`config.mk`:
```
export PLATFORM = sky130hd
export DESIGN_NAME = dual_mac_hw
export DESIGN_NICKNAME = d
export VERILOG_FILES = /design/src/rtl/dmac_pkg.sv /design/src/rtl/mac_mult.sv /design/src/rtl/mac_extract.sv /design/src/rtl/mac_lane.sv /design/src/rtl/dual_mac_hw.sv
export SDC_FILE = /design/constraint.sdc
export NUM_CORES = 2
export LEC_CHECK = 0
export BUFFER_PORTS_ARGS = -buffer_cell sky130_fd_sc_hd__buf_2
export CAP_MARGIN = 15
export CELL_PAD_IN_SITES_DETAIL_PLACEMENT = 1
export CELL_PAD_IN_SITES_GLOBAL_PLACEMENT = 1
export CORE_MARGIN = 1.5
export CORE_UTILIZATION = 50
export CTS_BUF_LIST = sky130_fd_sc_hd__clkbuf_8
export CTS_CLUSTER_DIAMETER = 80
export CTS_CLUSTER_SIZE = 8
export DETAILED_ROUTE_END_ITERATION = 10
export PLACE_DENSITY_LB_ADDON = 0.1
export RECOVER_POWER = 100
export SETUP_SLACK_MARGIN = 0.05
export SYNTH_ARGS = -nofsm -noshare
export SYNTH_HDL_FRONTEND = slang
export SYNTH_SLANG_ARGS = --single-unit
```
`constraint.sdc`:
```
create_clock -name clk -period 33.4 [get_ports clk]
set_input_delay 10.02 -clock clk [delete_from_list [all_inputs] [get_ports clk]]
set_output_delay 10.02 -clock clk [all_outputs]
set_load 0.005 [all_outputs]
```
`src/rtl/dmac_pkg.sv`:
```
package dmac_pkg;
  typedef enum logic [1:0] {
    OP_HOLD = 2'd0,
    OP_LOAD = 2'd1,
    OP_ADD  = 2'd2,
    OP_SUB  = 2'd3
  } acc_op_e;

  // extraction mode codes
  localparam logic [3:0] XM_FS    = 4'd0;
  localparam logic [3:0] XM_FU    = 4'd1;
  localparam logic [3:0] XM_IS    = 4'd2;
  localparam logic [3:0] XM_IU    = 4'd3;
  localparam logic [3:0] XM_TS    = 4'd4;
  localparam logic [3:0] XM_TU    = 4'd5;
  localparam logic [3:0] XM_FS2   = 4'd6;
  localparam logic [3:0] XM_IS2   = 4'd7;
  localparam logic [3:0] XM_IHI   = 4'd8;

  function automatic logic mode_unsigned(input logic [3:0] m);
    return (m == XM_FU) || (m == XM_IU) || (m == XM_TU);
  endfunction

  function automatic logic mode_dbl_prod(input logic [3:0] m);
    return (m == XM_FS) || (m == XM_TS) || (m == XM_FS2);
  endfunction

  function automatic logic mode_rounds(input logic [3:0] m);
    return (m == XM_FS) || (m == XM_FU) || (m == XM_FS2) || (m == XM_IHI);
  endfunction

  function automatic logic mode_high(input logic [3:0] m);
    return !((m == XM_IS) || (m == XM_IU) || (m == XM_IS2));
  endfunction

  function automatic logic mode_scaled(input logic [3:0] m);
    return (m == XM_FS2) || (m == XM_IS2);
  endfunction
endpackage

```
`src/rtl/mac_mult.sv`:
```
module mac_mult #(
  parameter int DW = 16,
  parameter int PW = 2 * DW + 2
) (
  input  logic [DW-1:0]        a,
  input  logic [DW-1:0]        b,
  input  logic                 a_sgn,
  input  logic                 b_sgn,
  input  logic                 dbl,
  output logic signed [PW-1:0] prod
);
  localparam logic [DW-1:0] MINV = {1'b1, {(DW-1){1'b0}}};
  localparam logic signed [PW-1:0] PMAX = {{(PW-2*DW+1){1'b0}}, {(2*DW-1){1'b1}}};

  logic signed [DW:0]   ax;
  logic signed [DW:0]   bx;
  logic signed [PW-1:0] raw;
  logic                 corner;

  assign ax     = {a_sgn & a[DW-1], a};
  assign bx     = {b_sgn & b[DW-1], b};
  assign raw    = ax * bx;
  assign corner = dbl && a_sgn && b_sgn && (a == MINV) && (b == MINV);

  always_comb begin
    if (corner)   prod = PMAX;
    else if (dbl) prod = raw <<< 1;
    else          prod = raw;
  end
endmodule

```
`src/rtl/mac_extract.sv`:
```
module mac_extract
  import dmac_pkg::*;
#(
  parameter int DW = 16,
  parameter int AW = 40
) (
  input  logic signed [AW-1:0] acc,
  input  logic [3:0]           mode,
  input  logic                 rnd_unb,
  output logic [DW-1:0]        res,
  output logic                 clip
);
  localparam int VW = AW + 1;
  localparam logic [DW-1:0] HALF = {1'b1, {(DW-1){1'b0}}};
  localparam logic signed [VW-1:0] S_MAX = $signed({{(VW-DW+1){1'b0}}, {(DW-1){1'b1}}});
  localparam logic signed [VW-1:0] S_MIN = ~S_MAX;
  localparam logic signed [VW-1:0] U_MAX = $signed({{(VW-DW){1'b0}}, {DW{1'b1}}});

  logic signed [VW-1:0] v;
  logic signed [VW-1:0] q;
  logic [DW-1:0]        frac;
  logic                 bump;

  always_comb begin
    v    = mode_scaled(mode) ? {acc, 1'b0} : {acc[AW-1], acc};
    frac = '0;
    bump = 1'b0;
    if (mode_high(mode)) begin
      q    = v >>> DW;
      frac = v[DW-1:0];
      if (mode_rounds(mode))
        bump = (frac > HALF) || ((frac == HALF) && (!rnd_unb || q[0]));
      if (bump) q = q + VW'(1);
    end else begin
      q = v;
    end

    clip = 1'b0;
    res  = q[DW-1:0];
    if (mode_unsigned(mode)) begin
      if (q[VW-1]) begin
        res  = '0;
        clip = 1'b1;
      end else if (q > U_MAX) begin
        res  = '1;
        clip = 1'b1;
      end
    end else begin
      if (q > S_MAX) begin
        res  = S_MAX[DW-1:0];
        clip = 1'b1;
      end else if (q < S_MIN) begin
        res  = S_MIN[DW-1:0];
        clip = 1'b1;
      end
    end
  end

  always_comb begin
    if (clip)
      AST_CLIP_AT_LIMIT: assert ((res == '0) || (res == '1) ||
                                 (res == S_MAX[DW-1:0]) || (res == S_MIN[DW-1:0]));
  end
endmodule

```
`src/rtl/mac_lane.sv`:
```
module mac_lane
  import dmac_pkg::*;
#(
  parameter int DW      = 16,
  parameter int AW      = 40,
  parameter bit HAS_MIX = 1'b0
) (
  input  logic                 clk,
  input  logic                 rst,
  input  logic [DW-1:0]        a,
  input  logic [DW-1:0]        b,
  input  logic [1:0]           op,
  input  logic [3:0]           mode,
  input  logic                 mix,
  input  logic                 we,
  input  logic                 rnd_unb,
  output logic signed [AW-1:0] acc_q,
  output logic [DW-1:0]        half_q,
  output logic                 sat_q
);
  localparam int PW = 2 * DW + 2;

  acc_op_e              op_e;
  logic                 mix_on;
  logic                 uns;
  logic signed [PW-1:0] prod;
  logic signed [AW-1:0] prod_ext;
  logic signed [AW-1:0] acc_nx;
  logic [DW-1:0]        res;
  logic                 clip;

  assign op_e     = acc_op_e'(op);
  assign mix_on   = HAS_MIX && mix;
  assign uns      = mode_unsigned(mode);
  assign prod_ext = {{(AW-PW){prod[PW-1]}}, prod};

  mac_mult #(.DW(DW), .PW(PW)) u_mult (
    .a     (a),
    .b     (b),
    .a_sgn (mix_on | ~uns),
    .b_sgn (~mix_on & ~uns),
    .dbl   (~mix_on & mode_dbl_prod(mode)),
    .prod  (prod)
  );

  always_comb begin
    case (op_e)
      OP_LOAD: acc_nx = prod_ext;
      OP_ADD:  acc_nx = acc_q + prod_ext;
      OP_SUB:  acc_nx = acc_q - prod_ext;
      default: acc_nx = acc_q;
    endcase
  end

  mac_extract #(.DW(DW), .AW(AW)) u_ext (
    .acc     (acc_nx),
    .mode    (mode),
    .rnd_unb (rnd_unb),
    .res     (res),
    .clip    (clip)
  );

  always_ff @(posedge clk) begin
    if (rst) begin
      acc_q  <= '0;
      half_q <= '0;
      sat_q  <= 1'b0;
    end else begin
      acc_q <= acc_nx;
      if (we) half_q <= res;
      if (we && clip) sat_q <= 1'b1;
    end
  end

  AST_HOLD_KEEPS_ACC: assert property (@(posedge clk) disable iff (rst)
    (op_e == OP_HOLD) |=> $stable(acc_q));
  AST_LOAD_TAKES_PROD: assert property (@(posedge clk) disable iff (rst)
    (op_e == OP_LOAD) |=> (acc_q == $past(prod_ext)));
  AST_NO_WE_KEEPS_HALF: assert property (@(posedge clk) disable iff (rst)
    !we |=> $stable(half_q));
  AST_SAT_STICKY: assert property (@(posedge clk) disable iff (rst)
    sat_q |=> sat_q);
endmodule

```
`src/rtl/dual_mac_hw.sv`:
```
module dual_mac_hw #(
  parameter int DW = 16,
  parameter int AW = 40
) (
  input  logic            clk,
  input  logic            rst,
  input  logic            rnd_unbiased,
  input  logic [DW-1:0]   l0_a,
  input  logic [DW-1:0]   l0_b,
  input  logic [1:0]      l0_op,
  input  logic [3:0]      l0_mode,
  input  logic            l0_we,
  input  logic [DW-1:0]   l1_a,
  input  logic [DW-1:0]   l1_b,
  input  logic [1:0]      l1_op,
  input  logic [3:0]      l1_mode,
  input  logic            l1_mix,
  input  logic            l1_we,
  output logic [2*DW-1:0] dst,
  output logic [AW-1:0]   acc0,
  output logic [AW-1:0]   acc1,
  output logic [1:0]      sat
);
  localparam int NL = 2;

  logic [DW-1:0] a_v    [NL];
  logic [DW-1:0] b_v    [NL];
  logic [1:0]    op_v   [NL];
  logic [3:0]    mode_v [NL];
  logic          mix_v  [NL];
  logic          we_v   [NL];
  logic [AW-1:0] acc_v  [NL];
  logic [DW-1:0] half_v [NL];
  logic [NL-1:0] sat_v;

  assign a_v[0] = l0_a;    assign a_v[1] = l1_a;
  assign b_v[0] = l0_b;    assign b_v[1] = l1_b;
  assign op_v[0] = l0_op;  assign op_v[1] = l1_op;
  assign mode_v[0] = l0_mode; assign mode_v[1] = l1_mode;
  assign mix_v[0] = 1'b0;  assign mix_v[1] = l1_mix;
  assign we_v[0] = l0_we;  assign we_v[1] = l1_we;

  for (genvar g = 0; g < NL; g++) begin : g_lane
    mac_lane #(.DW(DW), .AW(AW), .HAS_MIX(g == 1)) u_lane (
      .clk     (clk),
      .rst     (rst),
      .a       (a_v[g]),
      .b       (b_v[g]),
      .op      (op_v[g]),
      .mode    (mode_v[g]),
      .mix     (mix_v[g]),
      .we      (we_v[g]),
      .rnd_unb (rnd_unbiased),
      .acc_q   (acc_v[g]),
      .half_q  (half_v[g]),
      .sat_q   (sat_v[g])
    );
  end

  assign dst  = {half_v[1], half_v[0]};
  assign acc0 = acc_v[0];
  assign acc1 = acc_v[1];
  assign sat  = sat_v;
endmodule

```
Word-level counts from Yosys, hierarchy flattened
Cells that the tools add are included.
{"block": "classes", "addsub": 6, "multipliers": 2, "order_cmp": 8, "eq_ne": 28, "n_mux": 36, "bitwise_logic": 10, "reduce_logical": 39}
{"cell": "40-bit case mux with 3 select lines", "count": 2}
{"cell": "41-bit 2-to-1 mux", "count": 4}
{"cell": "16-bit 2-to-1 mux", "count": 10}
{"cell": "34-bit 2-to-1 mux", "count": 4}
{"cell": "16-bit == test, second input constant", "count": 6}
{"cell": "41-bit by 16-bit greater-than comparator with 1-bit output, second input constant", "count": 2}
{"cell": "41-bit by 17-bit greater-than comparator with 1-bit output, second input constant", "count": 2}
{"cell": "41-bit by 16-bit less-than comparator with 1-bit output, second input constant", "count": 2}
{"cell": "40-bit by 34-bit adder with 40-bit output", "count": 2}
{"cell": "40-bit 2-to-1 mux", "count": 2}
{"cell": "40-bit by 34-bit subtractor with 40-bit output", "count": 2}
{"cell": "17-bit by 17-bit multiplier with 34-bit output", "count": 2}
{"cell": "25-bit by 2-bit adder with 26-bit output, second input constant", "count": 2}
{"cell": "4-bit by 3-bit == test with 1-bit output, second input constant", "count": 8}
{"cell": "16-bit greater-than comparator, second input constant", "count": 2}
{"cell": "1-bit logical OR", "count": 24}
{"cell": "4-bit by 2-bit == test with 1-bit output, second input constant", "count": 4}
{"cell": "1-bit 2-to-1 mux", "count": 14}
{"cell": "1-bit logical AND", "count": 12}
{"cell": "2-bit == test, second input constant", "count": 4}
{"cell": "4-bit by 1-bit == test with 1-bit output, second input constant", "count": 2}
{"cell": "4-bit == test, second input constant", "count": 2}
{"cell": "4-bit logical NOT", "count": 2}
{"cell": "1-bit AND", "count": 6}
{"cell": "other kinds (4)", "count": 7}
{"block": "word_totals", "ff_bits": 114, "in_bits": 82, "out_inout_bits": 114}

Depth between registers and ports, before layout
{"block": "logic_depth", "word_depth": 25, "mapped_depth": 53, "depth_no_buf": 48}

Hierarchy
From an unflattened synthesis, not the netlist that was laid out.
{"block": "unflattened", "hier_cells": 5013, "hier_area_um2": 39444.1}
{"module": "mac_mult at g_lane[0].u_lane.u_mult", "instances": 1, "cells_per_inst": 1356, "area_per_inst_um2": 11692.5, "seq_area_each_um2": 0.0}
{"module": "mac_mult at g_lane[1].u_lane.u_mult", "instances": 1, "cells_per_inst": 1311, "area_per_inst_um2": 11487.3, "seq_area_each_um2": 0.0}
{"module": "mac_lane at g_lane[1].u_lane", "instances": 1, "cells_per_inst": 810, "area_per_inst_um2": 5983.2, "seq_area_each_um2": 1141.1}
{"module": "mac_lane at g_lane[0].u_lane", "instances": 1, "cells_per_inst": 759, "area_per_inst_um2": 5640.4, "seq_area_each_um2": 1141.1}
{"module": "mac_extract", "instances": 2, "cells_per_inst": 388, "area_per_inst_um2": 2318.5, "seq_area_each_um2": 0.0}
{"module": "dual_mac_hw", "instances": 1, "cells_per_inst": 1, "area_per_inst_um2": 3.8, "seq_area_each_um2": 0.0}

Least setup slack after synthesis
OpenSTA, ideal clock, no wires.
{"block": "synth_timing", "path_type": "input to register", "startpoint": "in l0_mode[3]", "endpoint": "reg g_lane[0].u_lane.half_q[10]", "setup_ns": 0.140, "arrival_time_ns": 21.521, "required_ns": 33.260, "path_slack_ns": 11.739, "stages": 46, "path_buffers": 5, "cell_sequence": "nand3b_1 > clkbuf_1 > nand2_1 > clkbuf_1 > nor2_1 > fa_1 > inv_1 > fa_1 > fa_1 > fa_1 > fa_1 > fa_1 > inv_1 > ha_1 > clkbuf_1 > nand3_1 > a211o_1 > nor2_1 > [... 10 more ...] > clkbuf_1 > a21oi_1 > o21ai_0 > or2_2 > nor4_1 > a21bo_2 > a311oi_1 > or2_2 > o311ai_0 > a211o_1 > or2_2 > o21bai_1 > o221ai_1 > nor4bb_1 > nand4_1 > a21oi_2 > buf_4 > a2111oi_1"}
{"block": "synth_via", "elab_chain_len": 23}
{"item": "start, declared", "line_no": "dual_mac_hw.sv:11", "text": "input logic [3:0] l0_mode,"}
{"item": "branches (longest 22 deep; another with 40-bit by 34-bit subtractor with 40-bit output)"}
{"item": "16-bit 2-to-1 mux (*)", "line_no": "mac_extract.sv:40", "text": "if (mode_unsigned(mode)) begin"}
{"item": "end signal, assigned", "line_no": "mac_lane.sv:70", "text": "if (we) half_q <= res;"}
{"item": "end, declared", "line_no": "mac_lane.sv:18", "text": "output logic [DW-1:0] half_q,"}
Mark *: on every way between the ends. The select of a mux whose other input is x is not followed.
A chain may end at the register's enable or synchronous reset.

Final worst setup path
{"block": "layout_timing", "startpoint": "in l0_mode[2]", "endpoint": "reg g_lane[0].u_lane.half_q[1]"}
Same word-level chain as after synthesis.

==> flow_summary_export.csv <==
group,metric,value,unit
outcome,status,"complete, but fails checks",
outcome,violations,"max-capacitance violations, max-slew violations",
critical_path,worst_path_largest_cell_delay,0.96,ns
logic_synthesis,synth_top_family_by_area,"adder cells",
global_route,grt_use_total,0.370,
critical_path,critPathRequiredTime,33.69,ns
floorplanning,dieWidth,291,µm
clock_network,clock_path_buffers,2,
route,routedWlPerCell,24.4,µm
logic_synthesis,ys_seq_area_frac,0.0548,
clock_network,cts_resized,0,
global_route,gr-total-overflow,0,
logic_synthesis,synth_flop_cell,"dfxtp_1",
logic_synthesis,synth.area.mux_share,0.0158,
logic_synthesis,ys_warn_count,0,
route,firstDrtPassIters,6,
route,drt-total-wl,156000,µm
final_layout,area_growth,4.00,%
clock_network,clock_sinks,114,
logic_synthesis,syn_area,0.0416,mm²
timing,slew_headroom,-0.722,
critical_path,crit_arrival,25.78,ns
logic_synthesis,synth_area_per_cell,7.75,µm²
final_layout,diodes,0,
clock_network,tritoncts,"built",
floorplanning,rows,105,
timing,setup_viol,0,
placed_design,place.gp.congestion,0.980,
timing,finalClockSkew,0.0290,ns
placed_design,portBuffers,195,
clock_network,hold_buffers,0,
logic_synthesis,synthAdderAreaFrac,0.362,
global_route,grt_antenna_before_repair,1,
timing,hold_violations,0,
timing,tns,0,ns
route,vias_per_cell,6.36,
flow_run,maxCapViolations,2,
timing,post-route-min-period,25.49,ns
floorplanning,io-pin-count,196,
global_route,grt_max_degree,69,
final_layout,final_nets,6255,
logic_synthesis,synth_area_leaders,"fa_1 (29%), ha_1 (7.6%), inv_1 (6.2%)",
critical_path,critPathSlowestCell,"a21oi_1",
clock_network,ctsHtreeMaxLevel,4,
logic_synthesis,synth_fp_nets,6299,
clock_network,clkTransAtPathRegs,0.08,ns
final_layout,mostFrequentLayoutCells,"inv_1 (689), nand2_1 (619), fa_1 (594)",
placed_design,place_hpwl,126000,µm
logic_synthesis,synth_cells,5371,
logic_synthesis,synthSimpleGateAreaFrac,0.243,
global_route,grt_first_pass_wirelength,247000,µm
min_path,hold_class,"flip-flop to flip-flop",
floorplanning,die_y,291,µm
timing,post-route-period-util,0.763,
final_layout,drive_gt1_frac,0.0558,
floorplanning,core_area,0.0822,mm²
logic_synthesis,synth-edff-count,0,
critical_path,path_class,"input port to flip-flop",
timing,tightest_slew,2.58,ns
timing,slew_viol_final,73,
clock_network,cts_setup_buffers,0,
timing,max_freq,39.2,MHz
logic_synthesis,synth_compound_area_frac,0.199,
route,num_vias,40800,
critical_path,path_max_fanout,18,
route,drtIter0Drc,2558,
logic_synthesis,synthArstFlopShare,0,
final_layout,fillCellCount,10400,
final_layout,final_common_cell,"inv_1",
logic_synthesis,synthXorXnorAreaFrac,0.0334,
critical_path,worst_setup_path_start_kind,"input port",
route,ant_nets,0,
floorplanning,dieArea,0.0850,mm²
logic_synthesis,yosysTopAreaCellShare,0.286,
clock_network,cts_root_buffer,"clkbuf_8",
route,drcViolationCount,0,
critical_path,path_common_cell,"fa_1",
floorplanning,start_util,0.506,
critical_path,end_kind,"flip-flop",
clock_network,numCtsBuffers,17,
clock_network,clock_latency,0.52,ns
timing,rsz0062_at_grt,"no",
logic_synthesis,ys_ff_latch,114,
logic_synthesis,ys_types,117,
logic_synthesis,synth_largest_area_cell,"fa_1",
global_route,grt_pass1_vias,43800,
-- per-stage QoR --
| step | instance area [µm²] | worst slack [ns] | hold slack, ns | utilization | std cells |
|---|---|---|---|---|---|
| 2_1_floorplan | 41600 | 11.74 | 0.426 | - | 5371 |
| 3_3_place_gp | 43100 | 8.75 | 0.459 | 0.524 | 6378 |
| 3_5_place_dp | 43100 | 8.38 | 0.465 | 0.524 | 6378 |
| 4_1_cts | 43500 | 8.84 | 0.477 | 0.529 | 6410 |
| 5_1_grt | 43300 | 6.69 | 0.507 | 0.526 | 6410 |
| 6_report | 43300 | 7.91 | 0.468 | 0.526 | 6410 |
-- path summary, 6_finish.rpt --
path | startpoint | to | slack [ns] | cells past startpoint
max reg2reg | g_lane[0].u_lane.acc_q[0] | g_lane[0].u_lane.half_q[1] | 25.64 | 19
max | l0_mode[2] | g_lane[0].u_lane.half_q[1] | 7.91 | 43
min | g_lane[0].u_lane.sat_q | g_lane[0].u_lane.sat_q | 0.47 | 2
min reg2reg | g_lane[0].u_lane.sat_q | g_lane[0].u_lane.sat_q | 0.47 | 2
-- routing by layer --
layer,track usage,vias to the layer above,wire [µm]
li1,-,18200,-
met1,0.413,20700,58500
met2,0.667,1370,78900
met3,0.0471,521,7650
met4,0.226,0,11200
met5,0,-,0
-- area by class of cell --
| cell class | count | area, µm² | share of cell area |
|---|---|---|---|
| multi-input combinational | 4266 | 35400 | 0.819 |
| inverter | 691 | 2590 | 0.0600 |
| sequential | 114 | 2280 | 0.0527 |
| tap | 1070 | 1340 | 0.0309 |
| timing repair buffer | 237 | 1180 | 0.0273 |
| clock buffer | 18 | 248 | 0.00572 |
| clock inverter | 14 | 186 | 0.00431 |
-- cell usage after synthesis (56+ instances only) --
cell type    n
inv_1      688
nand2_1    619
fa_1       594
nor2_1     409
and2_1     308
ha_1       252
a21oi_1    240
clkbuf_1   228
o21ai_0    202
xnor2_1    115
dfxtp_1    114
nand3_1    110
nor3_1     104
a211oi_1    82
a21o_1      68
o211ai_1    66
mux2i_1     58
nor4_1      57
nand4_1     56
-- state kept, by name (all words and copies together) (netlist names) --
signal,flops
g_lane.u_lane.half_q,32
g_lane.u_lane.acc_q,80
g_lane.u_lane.sat_q,2
-- cells by family after synthesis --
group,Yosys count
fa+ha+maj,846
flops,114
simple gates,2020
buf+inv,991
mux,65
compound gates,1177
xor+xnor,158
-- worst max-delay path: cells and delay by family --
| family | cells | cell delay, ns |
|---|---|---|
| xor gates and xnor gates | 1 | 0.16 |
| AOI/OAI and AO/OA | 17 | 5.85 |
| and+or+nand+nor | 15 | 5.48 |
| adders and majority gates | 8 | 3.97 |
| buffers and inverters | 2 | 0.24 |
Power is left out: the tool's default activity adds up to more than one toggle a clock period on the data nets, which glitch-free logic cannot reach.
